## config.mk

```make
export PLATFORM = sky130hd
export DESIGN_NAME = fdv_seq
export DESIGN_NICKNAME = d
export VERILOG_FILES = /design/src/rtl/fdv_pkg.sv /design/src/rtl/fdv_decode.sv /design/src/rtl/fdv_memcvt.sv /design/src/rtl/fdv_stack.sv /design/src/rtl/fdv_seq.sv
export SDC_FILE = /design/constraint.sdc
export NUM_CORES = 2
export LEC_CHECK = 0
export ABC_AREA = 0
export CAP_MARGIN = 20
export CORE_MARGIN = 4
export CORE_UTILIZATION = 55
export DETAILED_ROUTE_END_ITERATION = 8
export DONT_BUFFER_PORTS = 1
export HOLD_SLACK_MARGIN = 0.02
export PLACE_DENSITY = 0.81
export SLEW_MARGIN = 25
export SYNTH_ARGS = -nofsm -noshare
export SYNTH_HDL_FRONTEND = slang
export SYNTH_HIERARCHICAL = 1
export SYNTH_SLANG_ARGS = --single-unit
```

## constraint.sdc

```tcl
create_clock -name clk -period 13.1 [get_ports clk]
set_clock_uncertainty 0.1 [all_clocks]
set_input_delay 2.62 -clock clk [delete_from_list [all_inputs] [get_ports clk]]
set_output_delay 2.62 -clock clk [all_outputs]
set_load 0.01 [all_outputs]
```

## src/rtl/fdv_pkg.sv

```systemverilog
package fdv_pkg;
  localparam int EXT_W    = 80;
  localparam int EXP_W    = 15;
  localparam int MAN_W    = 64;
  localparam int EXT_BIAS = 16383;
  localparam int SEL_W    = 3;
  localparam int MEM_W    = 64;

  typedef enum logic [1:0] {MF_F32, MF_F64, MF_I32, MF_I16} memfmt_t;

  typedef struct packed {
    logic             ok;
    logic             mem;
    memfmt_t          fmt;
    logic [SEL_W-1:0] sel;
    logic             rev;   // dividend is ST(i), destination ST(i)
    logic             pop;
  } dctl_t;

  typedef enum logic [1:0] {SQ_IDLE, SQ_ISSUE, SQ_WAIT} sq_t;

  function automatic logic [6:0] lzc64(input logic [MAN_W-1:0] x);
    logic [6:0] n;
    n = 7'd64;
    for (int k = 0; k < MAN_W; k++)
      if (x[k]) n = 7'(MAN_W - 1 - k);
    return n;
  endfunction

  function automatic logic [EXT_W-1:0] int_to_ext(input logic [MAN_W-1:0] v);
    logic [MAN_W-1:0] mag;
    logic [6:0]       lz;
    mag = v[MAN_W-1] ? (~v + 64'd1) : v;
    lz  = lzc64(mag);
    if (mag == '0) return '0;
    return {v[MAN_W-1], EXP_W'(EXT_BIAS + MAN_W - 1 - int'(lz)), mag << lz};
  endfunction

  function automatic logic [EXT_W-1:0] flt_to_ext(input logic s, input logic [10:0] e,
                                                  input logic [62:0] f, input int bias,
                                                  input logic [10:0] eall);
    logic [MAN_W-1:0] m;
    logic [6:0]       lz;
    int               ex;
    m  = {1'b0, f};
    lz = lzc64(m);
    ex = 0;
    if (e == eall) return {s, {EXP_W{1'b1}}, 1'b1, f};
    if (e == '0 && f == '0) return {s, {(EXT_W-1){1'b0}}};
    if (e == '0) begin
      ex = EXT_BIAS - bias + 1 - int'(lz);
      return {s, EXP_W'(ex), m << lz};
    end
    ex = int'(e) - bias + EXT_BIAS;
    return {s, EXP_W'(ex), 1'b1, f};
  endfunction
endpackage

```

## src/rtl/fdv_decode.sv

```systemverilog
module fdv_decode
  import fdv_pkg::*;
(
  input  logic [7:0] opc,
  input  logic [7:0] modrm,
  output dctl_t      ctl
);
  logic       is_reg;
  logic [2:0] rf;

  assign is_reg = (modrm[7:6] == 2'b11);
  assign rf     = modrm[5:3];

  always_comb begin
    ctl = '0;
    if (is_reg) begin
      ctl.sel = modrm[2:0];
      case (opc)
        8'hD8: ctl.ok = (rf == 3'd6);
        8'hDC: begin ctl.ok = (rf == 3'd7); ctl.rev = 1'b1; end
        8'hDE: begin ctl.ok = (rf == 3'd7); ctl.rev = 1'b1; ctl.pop = 1'b1; end
        default: ctl.ok = 1'b0;
      endcase
    end else if (rf == 3'd6) begin
      ctl.mem = 1'b1;
      case (opc)
        8'hD8: begin ctl.ok = 1'b1; ctl.fmt = MF_F32; end
        8'hDC: begin ctl.ok = 1'b1; ctl.fmt = MF_F64; end
        8'hDA: begin ctl.ok = 1'b1; ctl.fmt = MF_I32; end
        8'hDE: begin ctl.ok = 1'b1; ctl.fmt = MF_I16; end
        default: ctl.ok = 1'b0;
      endcase
    end
  end
endmodule

```

## src/rtl/fdv_memcvt.sv

```systemverilog
module fdv_memcvt
  import fdv_pkg::*;
(
  input  memfmt_t          fmt,
  input  logic [MEM_W-1:0] raw,
  output logic [EXT_W-1:0] ext
);
  always_comb begin
    case (fmt)
      MF_F32:  ext = flt_to_ext(raw[31], {3'b000, raw[30:23]}, {raw[22:0], 40'b0}, 127, 11'd255);
      MF_F64:  ext = flt_to_ext(raw[63], raw[62:52], {raw[51:0], 11'b0}, 1023, 11'd2047);
      MF_I32:  ext = int_to_ext({{32{raw[31]}}, raw[31:0]});
      default: ext = int_to_ext({{48{raw[15]}}, raw[15:0]});
    endcase
  end
endmodule

```

## src/rtl/fdv_stack.sv

```systemverilog
module fdv_stack #(
  parameter  int DEPTH = 8,
  parameter  int DW    = 80,
  localparam int PW    = $clog2(DEPTH)
) (
  input  logic             clk,
  input  logic             rst,
  input  logic [PW-1:0]    rel_a,
  input  logic [PW-1:0]    rel_b,
  output logic [DW-1:0]    rd_a,
  output logic [DW-1:0]    rd_b,
  output logic             vld_a,
  output logic             vld_b,
  input  logic             push_en,
  input  logic [DW-1:0]    push_data,
  input  logic             wb_en,
  input  logic [PW-1:0]    wb_rel,
  input  logic [DW-1:0]    wb_data,
  input  logic             pop_en,
  output logic [PW-1:0]    top_o,
  output logic [DEPTH-1:0] tag_o
);
  logic [DW-1:0]    mem [DEPTH];
  logic [PW-1:0]    top_q;
  logic [DEPTH-1:0] tag_q;
  logic [PW-1:0]    pa, pb, waddr;
  logic             we;
  logic [DW-1:0]    wdata;

  assign pa    = top_q + rel_a;
  assign pb    = top_q + rel_b;
  assign rd_a  = mem[pa];
  assign rd_b  = mem[pb];
  assign vld_a = tag_q[pa];
  assign vld_b = tag_q[pb];
  assign we    = push_en | wb_en;
  assign waddr = push_en ? top_q - PW'(1) : top_q + wb_rel;
  assign wdata = push_en ? push_data : wb_data;
  assign top_o = top_q;
  assign tag_o = tag_q;

  // single write port, no reset on storage
  always_ff @(posedge clk) begin
    if (we) mem[waddr] <= wdata;
  end

  always_ff @(posedge clk) begin
    if (rst)          top_q <= '0;
    else if (push_en) top_q <= top_q - PW'(1);
    else if (pop_en)  top_q <= top_q + PW'(1);
  end

  for (genvar e = 0; e < DEPTH; e++) begin : g_tag
    always_ff @(posedge clk) begin
      if (rst)                                tag_q[e] <= 1'b0;
      else if (pop_en && top_q == PW'(e))     tag_q[e] <= 1'b0;
      else if (we && waddr == PW'(e))         tag_q[e] <= 1'b1;
    end
  end

  a_r11_push_marks_top: assert property (@(posedge clk) disable iff (rst)
    push_en |=> tag_q[top_q]);
  a_r4_pop_frees: assert property (@(posedge clk) disable iff (rst)
    pop_en |=> (!tag_q[$past(top_q)] && top_q == $past(top_q) + PW'(1)));
  a_r11_push_alone: assert property (@(posedge clk) disable iff (rst)
    push_en |-> !(wb_en || pop_en));
endmodule

```

## src/rtl/fdv_seq.sv

```systemverilog
module fdv_seq
  import fdv_pkg::*;
#(
  parameter  int DEPTH = 8,
  localparam int PW    = $clog2(DEPTH)
) (
  input  logic             clk,
  input  logic             rst,
  input  logic             ins_valid,
  input  logic [7:0]       ins_opc,
  input  logic [7:0]       ins_modrm,
  input  logic [MEM_W-1:0] mem_data,
  input  logic             psh_valid,
  input  logic [EXT_W-1:0] psh_data,
  output logic             busy,
  output logic             done,
  output logic             stk_fault,
  output logic             c1,
  output logic [PW-1:0]    top_o,
  output logic [DEPTH-1:0] tag_o,
  output logic             dv_req_valid,
  input  logic             dv_req_ready,
  output logic [EXT_W-1:0] dv_a,
  output logic [EXT_W-1:0] dv_b,
  input  logic             dv_rsp_valid,
  output logic             dv_rsp_ready,
  input  logic [EXT_W-1:0] dv_q,
  input  logic             dv_round_up,
  input  logic             dv_suppress
);
  sq_t              st;
  dctl_t            ctl;
  logic [EXT_W-1:0] cvt, rd_a, rd_b, op_a, op_b;
  logic             vld_a, vld_b, under, acc, psh, rsp_fire;
  logic [PW-1:0]    dst_q;
  logic             pop_q;

  fdv_decode u_dec (.opc(ins_opc), .modrm(ins_modrm), .ctl(ctl));
  fdv_memcvt u_cvt (.fmt(ctl.fmt), .raw(mem_data), .ext(cvt));

  fdv_stack #(.DEPTH(DEPTH), .DW(EXT_W)) u_stk (
    .clk(clk), .rst(rst),
    .rel_a('0), .rel_b(PW'(ctl.sel)),
    .rd_a(rd_a), .rd_b(rd_b), .vld_a(vld_a), .vld_b(vld_b),
    .push_en(psh), .push_data(psh_data),
    .wb_en(rsp_fire && !dv_suppress), .wb_rel(dst_q), .wb_data(dv_q),
    .pop_en(rsp_fire && pop_q && !dv_suppress),
    .top_o(top_o), .tag_o(tag_o)
  );

  assign busy         = (st != SQ_IDLE);
  assign dv_req_valid = (st == SQ_ISSUE);
  assign dv_rsp_ready = (st == SQ_WAIT);
  assign acc          = ins_valid && (st == SQ_IDLE) && ctl.ok;
  assign psh          = psh_valid && !ins_valid && (st == SQ_IDLE);
  assign rsp_fire     = dv_rsp_valid && (st == SQ_WAIT);
  assign under        = !vld_a || (!ctl.mem && !vld_b);
  assign op_a         = ctl.rev ? rd_b : rd_a;
  assign op_b         = ctl.mem ? cvt : (ctl.rev ? rd_a : rd_b);

  always_ff @(posedge clk) begin
    if (rst) begin
      st        <= SQ_IDLE;
      done      <= 1'b0;
      stk_fault <= 1'b0;
      c1        <= 1'b0;
      dv_a      <= '0;
      dv_b      <= '0;
      dst_q     <= '0;
      pop_q     <= 1'b0;
    end else begin
      done <= 1'b0;
      case (st)
        SQ_IDLE: if (acc) begin
          if (under) begin
            done      <= 1'b1;
            stk_fault <= 1'b1;
            c1        <= 1'b0;
          end else begin
            dv_a  <= op_a;
            dv_b  <= op_b;
            dst_q <= ctl.rev ? PW'(ctl.sel) : '0;
            pop_q <= ctl.pop;
            st    <= SQ_ISSUE;
          end
        end
        SQ_ISSUE: if (dv_req_ready) st <= SQ_WAIT;
        SQ_WAIT: if (dv_rsp_valid) begin
          done      <= 1'b1;
          stk_fault <= 1'b0;
          c1        <= !dv_suppress && dv_round_up;
          st        <= SQ_IDLE;
        end
        default: st <= SQ_IDLE;
      endcase
    end
  end

  a_r9_req_hold: assert property (@(posedge clk) disable iff (rst)
    dv_req_valid && !dv_req_ready |=> dv_req_valid && $stable(dv_a) && $stable(dv_b));
  a_r9_rsp_after_req: assert property (@(posedge clk) disable iff (rst)
    $rose(dv_rsp_ready) |-> $past(dv_req_valid && dv_req_ready));
  a_r8_fault_clears_c1: assert property (@(posedge clk) disable iff (rst)
    done && stk_fault |-> !c1);
  a_r8_no_issue: assert property (@(posedge clk) disable iff (rst)
    acc && under |=> !dv_req_valid && top_o == $past(top_o) && tag_o == $past(tag_o));
  a_r10_suppress_keeps: assert property (@(posedge clk) disable iff (rst)
    rsp_fire && dv_suppress |=> top_o == $past(top_o) && tag_o == $past(tag_o) && !c1);
  a_r4_pop_step: assert property (@(posedge clk) disable iff (rst)
    rsp_fire && pop_q && !dv_suppress |=> top_o == $past(top_o) + PW'(1));
endmodule

```

Word level (Yosys, flattened, before mapping)
Memories as Yosys holds them, arrays and structs flattened. A register that Yosys moved wholly into a read port is not among the register bits.
Cells that the tools add are included.
- add/sub/neg operators: 14
- magnitude comparators: 2
- eq/ne operators: 32
- shift-type cells: 4
- mux-type cells: 290
- bitwise operators: 4
- reduce and logical (&&, ||, !) cells: 61
- operator list (operator ; number):
    $mux W80 ; 20
    $mux W7 ; 207
    $pmux W80 S3 ; 1
    $add A64 B1 Y64 const B ; 2
    $logic_not A64 Y1 ; 2
    $mux W64 ; 2
    $not A64 Y64 ; 2
    $shl A63 B7 Y64 ; 2
    $shl A64 B7 Y64 ; 2
    $logic_not A52 Y1 ; 1
    $eq A8 B8 Y1 const B ; 5
    $mux W1 ; 39
    $add A15 B15 Y15 const B ; 2
    $eq A3 B3 Y1 const B ; 10
    $sub A14 B7 Y15 const A ; 2
    $sub A15 B7 Y15 const A ; 2
    $logic_and A1 B1 Y1 ; 28
    $logic_not A23 Y1 ; 1
    $mux W3 ; 7
    $reduce_or A2 Y1 ; 9
    $eq A3 B2 Y1 const B ; 4
    $pmux W2 S3 ; 2
    $sub A11 B10 Y12 const B ; 1
    $eq A11 B11 Y1 const B ; 1
    28 further kinds ; 53
- register bits after elaboration: 180
- RAM bits: 640
- input port bits: 248
- output and inout bits: 177
- logic and storage cells: 425
- memories kept: 1
- memories (memory ; depth ; width ; rd ports ; clocked after Yosys merged registers in ; write ports ; RTL line ; RTL):
    u_stk.mem ; 8 ; 80 ; 2 ; 1 ; 1 ; fdv_stack.sv:23 ; logic [DW-1:0] mem [DEPTH];

Logic depth before layout (Yosys ltp)
- depth after elaboration: 72
- mapped depth: 24
- depth with buffers taken out: 21

Hierarchy
Netlist, hierarchy kept.
- by module, submodules not included (module ; instances ; cells each ; area an instance (µm²) ; seq. area each (µm²)):
    fdv_stack ; 1 ; 1402 ; 31042.3 ; 19438.6
    fdv_memcvt ; 1 ; 2201 ; 13857.0 ; 0.0
    fdv_seq ; 1 ; 862 ; 9201.3 ; 3383.2
    fdv_decode ; 1 ; 18 ; 122.6 ; 0.0

Worst setup path after synthesis
OpenSTA, ideal clock, no wires.
- path kind: input to register
- from: in psh_valid
- to: mem u_stk.mem[5][0], enable pin
- setup time: 547 ps
- arrival: 7597 ps
- data required time: 12453 ps
- slack: 4856 ps
- cell stages on the path: 5
- path buffers: 1
- cells stage by stage: nor3b_1 -> buf_2 -> nand2_1 -> mux2_2 -> a21oi_1
- word-level cells in the longest chain between the ends: 5
- elaborated cells between the ends (all ways): 6
- classes of those cells: 3 x mux; 1 x bitwise; 2 x reduce/logical
- RTL lines (what ; RTL line ; RTL):
    from (decl) ; fdv_seq.sv:13 ; input logic psh_valid,
    $logic_and A1 B1 Y1 (*) (2 in a row) ; fdv_seq.sv:55 ; assign psh = psh_valid && !ins_valid && (st == SQ_IDLE);
    $or A1 B1 Y1 ; fdv_stack.sv:36 ; assign we = push_en | wb_en;
    $mux W1 ; fdv_stack.sv:44 ; if (we) mem[waddr] <= wdata;
    $mux W1 (implied by the code) ; fdv_stack.sv:44 ;
    to (decl) ; fdv_stack.sv:23 ;
Every way passes the cells marked *; elsewhere a longest branch is shown, timed or not.

Worst setup path in the final report
- from: in mem_data[0]
- to: reg dv_b[70]
- word-level cells in the longest chain between the ends: 72
- elaborated cells between the ends (all ways): 247
- classes of those cells: 6 x add/sub; 233 x mux; 2 x bitwise; 6 x reduce/logical
- RTL lines (what ; RTL line ; RTL):
    from (decl) ; fdv_seq.sv:12 ; input logic [MEM_W-1:0] mem_data,
    $not A64 Y64 ; fdv_pkg.sv:33 ; mag = v[MAN_W-1] ? (~v + 64'd1) : v;
    $add A64 B1 Y64 ; fdv_pkg.sv:33 ;
    $mux W64 ; fdv_pkg.sv:33 ;
    $mux W7 (64 in a row) ; fdv_pkg.sv:26 ; if (x[k]) n = 7'(MAN_W - 1 - k);
    $mux W7 ; fdv_memcvt.sv:9 ; case (fmt)
    $sub A15 B7 Y15 ; fdv_pkg.sv:36 ; return {v[MAN_W-1], EXP_W'(EXT_BIAS + MAN_W - 1 - int'(lz)), mag << lz};
    $mux W80 ; fdv_pkg.sv:36 ;
    $pmux W80 S3 (*) ; fdv_memcvt.sv:9 ;
    net cvt[70] ; fdv_seq.sv:33 ; logic [EXT_W-1:0] cvt, rd_a, rd_b, op_a, op_b;
    $mux W80 (*) ; fdv_seq.sv:59 ; assign op_b = ctl.mem ? cvt : (ctl.rev ? rd_a : rd_b);
    to (signal assigned) ; fdv_seq.sv:81 ; dv_b <= op_b;
    to (decl) ; fdv_seq.sv:24 ; output logic [EXT_W-1:0] dv_b,
The timed path passes the listed nets; every way through them passes the cells marked *. The select of a mux whose other input is x is not followed.
A chain may end at the register's enable or synchronous reset.

==> run_results.csv <==
group,metric,value,unit
cts,h-tree-depth,3,
sta,tightest_slew,1.23,ns
critical_path,worstPathMaxFanout,33,
floorplanning,io_pins,425,
routing,antenna_left,0,
critical_path,worstPathArrival,9.19,ns
run_status,failed_checks,"design-rule violations",
placed_design,dpl.hpwl,143,mm
critical_path,worst-setup-path-type,"in -> reg",
cts,cts-root-buf,"clkbuf_16",
routing,routed_wl,216,mm
pwr,combPwrFrac,0.251,
cts,ctsHoldBuffers,0,
cts,cts_buffers,83,
synth,ys.warnings.count,6,
critical_path,crit_path_end_kind,"flop",
placed_design,numPortBuffers,0,
run_status,run_status,"finished with violations",
cts,insertion_delay,0.68,ns
cells_and_area,fin_util,0.591,
sta,hold_viol,0,
floorplanning,rows,114,
sta,setup_viol,0,
routing,dr.pass1.iters,9,
sta,min_period_over_period,0.670,
critical_path,critPathRequiredTime,13.52,ns
cts,clkSinkCount,820,
synth,avgSynthCellArea,12.1,um2
routing,drt_iter0_drc,8009,
synth,synth_top_area_share,0.354,
job,drv_cap,0,
grt,grt_antenna_before_repair,13,
floorplanning,die-area,104000,um2
min_path,hold_class,"reg -> reg",
synth,synth_top_area_cell,"edfxtp_1",
sta,layout_min_cycle_time,8.78,ns
sta,rsz0062_at_grt,"no",
pwr,p_sw_frac,0.301,
pwr,cellPowerDensity,124,nW/um2
sta,slew_viol_final,0,
cts,cts_buffer_depth,3,
synth,synth_seq_cells,820,
critical_path,cp-start-kind,"input pin",
cells_and_area,area_growth,5.98,%
grt,track_usage,0.407,
sta,fmax,114,MHz
pwr,leakagePower,18.1,nW
pwr,power_frac_seq,0.406,
synth,synth_cell_type_count,116,
cts,post_cts_resized,0,
cells_and_area,drive_gt1_frac,0.257,
grt,grt_max_degree,183,
grt,grt_pass1_vias,41500,
pwr,clockPowerShare,0.344,
floorplanning,initial_core_util,0.557,
cts,clk_pin_slew,0.06,ns
sta,tns,0,ns
synth,ys_top_cells_by_area,"edfxtp_1, mux4_2, dfxtp_1",
floorplanning,die-width,322,um
synth,yosysSeqAreaShare,0.421,
synth,synth_most_common_cell,"edfxtp_1",
routing,num_vias,43800,
routing,wl_per_cell,38.8,um
min_path,hold_depth,2,
synth,synth_edf_count,640,
synth,synth_common_cells,"edfxtp_1, mux4_2, mux2_2, mux2i_1, a21oi_1",
grt,grt_first_pass_wirelength,306,mm
cts,tritoncts,"done",
routing,remaining_drc_errors,7,
synth,synth-async-reset-ratio,0,
critical_path,rr_worst_depth,10,
placed_design,place.gp.congestion,1.06,
synth,synthFlopType,"edfxtp_1",
cts,postCtsSetupRepairBufs,0,
floorplanning,placeableCoreArea,97300,um2
sta,relSlewSlack,0.169,
routing,viasPerCell,7.84,
pwr,ir_drop,0.109,mV
pwr,internal_power,0.00499,W
grt,grt-ovfl-total,0,
cells_and_area,fin_nets,4508,
synth,synth_cells,4483,
synth,syn_area,54200,um2
floorplanning,chipHeight,322,um
pwr,p_switching,0.00215,W
sequential cells by signal, summed over array words and instances, names as in the netlist, 2 cells and up:
register and flops:
dv_a 80, st 2, u_stk/top_o 3, u_stk/mem 640
u_stk/tag_o 8, dv_b 80, dst_q 3
final timing paths:
kind	startpoint	to	slack, ns
max	mem_data[0]	dv_b[70]	4.32
min	dst_q[1]	dst_q[1]	0.37
max reg2reg	st[1]	u_stk/mem[1][67]	7.30
min reg2reg	dst_q[1]	dst_q[1]	0.37
cells in the final DEF (no fill, tap or decap), types with 78 or more instances in the layout:
cell / count
edfxtp_1: 640
mux4_2: 332
mux2_2: 288
mux2i_1: 282
a21oi_1: 248
nor2_1: 198
nand2_1: 182
dfxtp_1: 180
o21ai_0: 167
a211oi_1: 151
nand3_1: 105
nand2b_1: 100
nor3_1: 98
buf_4: 87
clkbuf_16: 84
o22ai_2: 80
mux2_4: 78
power groups by stage:
stage | Clock, W | Combinational [W] | Sequential (W)
after CTS | 0.00247 | 0.00173 | 0.00290
after global placement | 0 | 0.00168 | 0.00294
final | 0.00246 | 0.00179 | 0.00290
after global routing | 0.00257 | 0.00185 | 0.00290
after floorplan | 0 | 0.00127 | 0.00294
after detailed placement | 0 | 0.00170 | 0.00295
cells by family (layout without fill, tap and decap cells):
family	Yosys count	after routing	synth area share
buf+inv	489	305	0.0437
fa+ha+maj	29	29	0.00711
simple gates	946	946	0.0909
xor+xnor	91	91	0.0152
mux	980	980	0.271
other cells	1	5	0.0000692
flops	820	820	0.421
compound gates	1127	1127	0.151
critical path: stages:
cell	delay, ns
inv_1	0.32
ha_1	0.33
or4b_4	0.65
nor4_4	0.64
mux2i_1	0.34
and4bb_2	0.32
and3_1	0.18
a211oi_1	0.40
o31ai_4	0.11
buf_4	0.28
inv_1	0.73
ha_1	0.28
inv_1	0.06
a311o_1	0.32
or3b_4	0.41
ha_1	0.29
a222oi_1	0.31
o21ai_0	0.17
mux2i_1	0.26
o22ai_2	0.09
through the flow:
step	worst slack, ns	cells	power (W)	cell area [um2]	hold slack (ns)
finish	4.32	5579	0.00714	57500	0.374
global route	4.11	5577	0.00732	57500	0.409
CTS	4.57	5577	0.00709	57500	0.375
detailed placement	3.98	5422	0.00465	54700	0.366
global placement	3.99	5422	0.00462	54600	0.352
floorplan	4.86	4485	0.00421	54200	0.349
final cells by class:
type                            count  area, um2
Antenna cell                        2       5.00
Clock buffer                      102       2200
Clock inverter                     53        597
Fill cell                        7324      39800
Inverter                           59        221
Multi-Input combinational cell   3176      29300
Sequential cell                   820      22800
Tap cell                         1276       1600
Timing Repair Buffer               91        724
per-layer routing:
metal	global-route usage	wire, um
met5	0	136
met1	0.523	75000
met2	0.613	94400
met3	0.142	32500
met4	0.207	14400
Power figures use the tool's default switching activity.
